File: config.mk
export PLATFORM = sky130hd
export DESIGN_NAME = wdt_core
export DESIGN_NICKNAME = d
export VERILOG_FILES = /design/src/rtl/wdt_core.sv
export SDC_FILE = /design/constraint.sdc
export NUM_CORES = 1
export LEC_CHECK = 0
export BUFFER_PORTS_ARGS = -buffer_cell sky130_fd_sc_hd__buf_4
export CAP_MARGIN = 20
export CELL_PAD_IN_SITES_DETAIL_PLACEMENT = 1
export CELL_PAD_IN_SITES_GLOBAL_PLACEMENT = 2
export CORE_ASPECT_RATIO = 0.6
export CORE_MARGIN = 2
export CORE_UTILIZATION = 37
export CTS_BUF_LIST = sky130_fd_sc_hd__clkbuf_2
export DETAILED_ROUTE_END_ITERATION = 8
export GPL_TIMING_DRIVEN = 0
export MAX_ROUTING_LAYER = met4
export PLACE_DENSITY = 0.81
export SYNTH_ARGS = -nofsm -noshare
export SYNTH_HDL_FRONTEND = slang
export SYNTH_SLANG_ARGS = --single-unit
File: constraint.sdc
create_clock -name clk -period 1.85 [get_ports clk]
set_input_delay 0.0925 -clock clk [delete_from_list [all_inputs] [get_ports clk]]
set_output_delay 0.0925 -clock clk [all_outputs]
set_load 0.01 [all_outputs]
File: src/rtl/wdt_core.sv
module wdt_core #(
  parameter int CNT_W   = 15,
  parameter int SUB_LOG = 1,
  parameter int LO_LOG  = 4,
  parameter int HI_LOG  = 7
) (
  input  logic clk,
  input  logic rst_n,
  input  logic src_sub,
  input  logic div_sel,
  input  logic osc_sel,
  input  logic osc_clk,
  input  logic svc_wr,
  input  logic mode_wr,
  input  logic mode_din,
  input  logic stop_mode,
  input  logic wait_mode,
  output logic wdt_irq,
  output logic wdt_rst_req
);

  localparam int PRE_W = HI_LOG;
  localparam logic [CNT_W-1:0] CNT_MAX = '1;
  localparam logic [PRE_W-1:0] M_SUB = PRE_W'((1 << SUB_LOG) - 1);
  localparam logic [PRE_W-1:0] M_LO  = PRE_W'((1 << LO_LOG) - 1);
  localparam logic [PRE_W-1:0] M_HI  = PRE_W'((1 << HI_LOG) - 1);

  logic             running;
  logic             mode;
  logic [CNT_W-1:0] cnt;
  logic [PRE_W-1:0] pre;
  logic [2:0]       osc_sy;

  logic             active;
  logic [PRE_W-1:0] pre_mask;
  logic             div_tick;
  logic             osc_rise;
  logic             tick;
  logic             uf;
  logic             fault;

  assign active   = running & ~(stop_mode | wait_mode);
  assign pre_mask = src_sub ? M_SUB : (div_sel ? M_HI : M_LO);
  assign div_tick = (pre & pre_mask) == pre_mask;
  assign osc_rise = osc_sy[1] & ~osc_sy[2];
  assign tick     = active & (osc_sel ? osc_rise : div_tick);
  assign uf       = tick & (cnt == '0);
  assign fault    = uf & ~svc_wr;

  always_ff @(posedge clk or negedge rst_n) begin
    if (!rst_n) begin
      running     <= 1'b0;
      mode        <= 1'b0;
      cnt         <= CNT_MAX;
      pre         <= '0;
      osc_sy      <= '0;
      wdt_irq     <= 1'b0;
      wdt_rst_req <= 1'b0;
    end else begin
      osc_sy <= {osc_sy[1:0], osc_clk};
      if (svc_wr)
        running <= 1'b1;
      if (mode_wr && mode_din)
        mode <= 1'b1;
      if (active)
        pre <= pre + 1'b1;
      if (svc_wr || uf)
        cnt <= CNT_MAX;
      else if (tick)
        cnt <= cnt - 1'b1;
      wdt_irq <= fault & ~mode;
      if (fault && mode)
        wdt_rst_req <= 1'b1;
    end
  end


  idle_quiet_chk: assert property (@(posedge clk) disable iff (!rst_n)
    !running |-> (!wdt_irq && !wdt_rst_req));


  irq_pulse_chk: assert property (@(posedge clk) disable iff (!rst_n)
    wdt_irq |=> !wdt_irq);


  svc_reload_chk: assert property (@(posedge clk) disable iff (!rst_n)
    svc_wr |=> (cnt == CNT_MAX));


  mode_sticky_chk: assert property (@(posedge clk) disable iff (!rst_n)
    mode |=> mode);


  rst_hold_chk: assert property (@(posedge clk) disable iff (!rst_n)
    wdt_rst_req |=> wdt_rst_req);


  freeze_chk: assert property (@(posedge clk) disable iff (!rst_n)
    ((stop_mode || wait_mode) && !svc_wr) |=> ($stable(cnt) && $stable(pre)));

endmodule

After elaboration in Yosys (flattened, before gate mapping)
Index checks and enable logic that the tools add are counted.
{"block": "word_totals", "reg_bits": 29, "input_bits": 11, "out_inout_bits": 2, "elab_cells": 32}
{"block": "classes", "add_sub_neg": 2, "eq_ne": 1, "mux": 5, "n_bitwise": 12, "reduce_logical": 5}
{"operator": "$mux 15", "n": 2}
{"operator": "$logic_not 15->1", "n": 1}
{"operator": "$sub 15x1->15 const B", "n": 1}
{"operator": "$mux 7", "n": 2}
{"operator": "$add 7x1->7 const B", "n": 1}
{"operator": "$and 7x7->7", "n": 1}
{"operator": "$eq 7x7->1", "n": 1}
{"operator": "$and 1x1->1", "n": 6}
{"operator": "$not 1->1", "n": 4}
{"operator": "$logic_and 1x1->1", "n": 2}
{"operator": "$reduce_bool 2->1", "n": 1}
{"operator": "$logic_or 1x1->1", "n": 1}
{"operator": "$mux 1", "n": 1}
{"operator": "$or 1x1->1", "n": 1}

Logic depth before layout (Yosys ltp)
{"block": "logic_depth", "depth_word": 9, "ltp_mapped": 7}

Least setup slack after synthesis
Ideal clock, no wire load.
{"block": "synth_path", "path_type": "reg-to-reg", "startpoint": "register cnt[0]", "endpoint": "register cnt[1]", "setup_time_ns": 0.097, "t_arrival_ns": 1.684, "required_ns": 1.753, "path_slack_ns": 0.068, "stages_incl_launch_ff": 8, "cell_sequence": "dfstp_2 inv_1 ha_1 nor2b_1 and2_1 and4_2 a21oi_2 o211ai_1"}
{"block": "synth_between", "elab_chain_cells": 4, "word_cells_on_any_way": 7, "classes_between": "add/sub: 1; mux: 2; bitwise: 1; reduce/logical: 3"}
{"element": "start: declaration", "line_no": "30", "text": "logic [CNT_W-1:0] cnt;"}
{"element": "start signal: assignment", "line_no": "70", "text": "cnt <= cnt - 1'b1;"}
{"element": "parallel branches: the longest is 4 deep, another holds $sub 15x1->15"}
Several ways; the timed one is not identified. The select of a mux whose other input is x is not followed.
A chain may end at the register's enable or synchronous reset.

Final worst setup path
{"block": "layout_path", "startpoint": "register cnt[1]", "endpoint": "register cnt[1]"}
Same word-level chain as after synthesis.

==> results.cfg <==
[sta]
fin_crit_ns = 1.80
timing.fmax_ghz = 0.555
final_max_slew_viol_count = 0
max_slew_margin = 0.584
min_period_over_period = 0.974
tightest_slew_ns = 0.619
hold_viol_final = 0
setup_viol = 0
fin_skew_ns = 0.0132
holdWs_ns = 0.0811

[critical_path]
worstPathMaxFanout = 5
startpoint_type = flip-flop
arrival_ns = 2.10
reg2reg_from = cnt[1]$_DFFE_PN1P_
crit_type = reg2reg
end_kind = flip-flop
critPathRequiredTime_ns = 2.15
cp-startpoint = cnt[1]$_DFFE_PN1P_

[synth]
yosys_warnings = 0
avgSynthCellArea_um2 = 11.1
synth_edf_count = 0
synth_cells = 136
dominantRegCellSynth = dfstp_2
synth_nets = 150
synth_area_um2 = 1520
synth_top_cell_area_share = 0.260
yosysTopAreaCell = dfstp_2
synth_cell_type_count = 44
synth_area_leaders = dfstp_2 26%, dfrtp_1 23%, nand4_1 5.4%, xnor2_1 3.5%, xor2_1 2.9%
async_flop_share = 1.00
yosys_register_bits = 29
ys_seq_area_frac = 0.491

[clock_network]
clock-sinks = 29
insertion_delay_ns = 0.38
clockRootBuffer = clkbuf_2
clockBufferDepth = 2
h-tree-depth = 2
numCtsBuffers = 5
path_clk_slew_ns = 0.15
cts_tree = yes

[hold_path]
min_path_type = in2reg
hold_start = osc_sel

[finish]
layout_common_cells = 17 x buf_4, 15 x dfstp_2, 14 x dfrtp_1, 13 x nand4_1, 10 x nand2_1
final_common_cell = buf_4
diodes = 0
syn_to_final_growth_pct = 24.2
nNetsFinal = 181
layout-drive-gt1-share = 0.399

[die]
die_w_um = 86.6
die_h_um = 53.6
start_util = 0.400
rows = 17
coreArea_um2 = 3790
io_pins = 13
dieArea_um2 = 4640

[global_route]
grt_pass1_wl_um = 5980
grt_antenna_before_repair = 0
grt_overflow_total = 0
grt_max_degree = 30
grtUsageTotal = 0.182
grt_pass1_vias = 1185

[detailed_routing]
dr.pass1.iters = 4
wl_um = 3650
drc = 0
via_per_inst = 5.64
drtIter0Drc = 49
final_antenna_net_count = 0
routedWlPerCell_um = 17.0
via_count = 1213

[power_and_ir_drop]
power.density_nw_per_um2 = 742
leakagePower_uw = 0.000790
ir_worst_vdd_uv = 418
power_uw = 1400

[placed_design]
portBuffers = 11
dp_hpwl_um = 2450
gp_congestion = 0.809

[run_status]
status = finished clean

[run]
max_cap_violations = 0
## final cells by class
class,instances,area [um^2]
Buffer,3,27.5
Clock buffer,7,35.0
Clock inverter,1,3.75
Fill cell,410,1900
Inverter,4,15.0
Multi-Input combinational cell,100,774
Sequential cell,29,744
Tap cell,47,58.8
Timing Repair Buffer,24,223
## flip-flops by register name (all words and copies together) (netlist names)
signal / flops
osc_sy: 3
pre: 7
wdt_irq: 1
cnt: 15
running: 1
wdt_rst_req: 1
mode: 1
## layer usage
layer | track usage | routed length, um | vias to the layer above
li1 | - | - | 572
met1 | 0.259 | 1940 | 614
met2 | 0.245 | 1520 | 20
met3 | 0.0460 | 116 | 7
met4 | 0.0781 | 62 | 0
met5 | - | 0 | -
## metrics by stage
stage | TNS, ns | util | worst slack (ns) | std cells | cell area (um^2)
floorplan | 0 | - | 0.0684 | 136 | 1520
global placement | -1.74 | 0.438 | -0.227 | 194 | 1660
detailed placement | -2.01 | 0.438 | -0.257 | 194 | 1660
CTS | 0 | 0.473 | 0.0105 | 210 | 1790
global route | -0.0370 | 0.497 | -0.0154 | 215 | 1880
finish | 0 | 0.497 | 0.0479 | 215 | 1880
## worst paths after layout
check,endpoint,slack [ns],cells after the start
setup / recovery,cnt[1]$_DFFE_PN1P_,0.05,8
max in group asynchronous,cnt[12]$_DFFE_PN1P_,1.37,2
hold reg to reg,osc_sy[1]$_DFF_PN0_,0.38,0
setup reg to reg,cnt[1]$_DFFE_PN1P_,0.05,8
min in group asynchronous,osc_sy[1]$_DFF_PN0_,0.15,2
hold / removal,cnt[13]$_DFFE_PN1P_,0.08,4
## critical path, cell delays in order (launching register included)
cell and delay [ns]:
dfstp_2 0.57, inv_1 0.06, ha_2 0.17, nor2b_4 0.12, and2_4 0.14, and4_4 0.21
a21oi_4 0.23, buf_12 0.15, o211ai_1 0.09
## power breakdown
group	total [uW]	leakage, uW	internal [uW]	switching [uW]
clock	331	0.0000306	101	230
sequential	818	0.000326	718	101
combinational	247	0.000433	125	122
## synthesized netlist by cell type (2+ instances only)
cell type	number
dfstp_2	15
dfrtp_1	14
nand4_1	13
nand2_1	11
xnor2_1	6
o21ai_0	5
xor2_1	5
a31oi_1	4
and4_2	4
inv_1	4
nor2_1	4
a21oi_1	3
ha_1	3
nand3_1	3
nor2b_1	3
nor4_1	3
o21ai_1	3
a21o_1	2
buf_6	2
mux2i_1	2
nand2b_1	2
nor3_1	2
or2_2	2
## cell families after synthesis
kind of cell	Yosys count	synth area share
mux	3	0.0206
fa+ha+maj	3	0.0248
flops	29	0.491
compound gates	23	0.105
simple gates	60	0.267
buf+inv	7	0.0281
xor+xnor	11	0.0636
## repair_timing
| action | 4_1_cts | 5_1_grt |
|---|---|---|
| buffers inserted | 3 | 4 |
| gates resized for setup | 2 | 9 |
| setup endpoints to repair | 12 | 13 |
| hold buffers | 5 | 0 |
| pin swaps | 1 | 2 |
| endpoints found under the hold margin | 36 | 0 |
| gates cloned | 0 | 1 |
(Power assumes the default switching activity.)
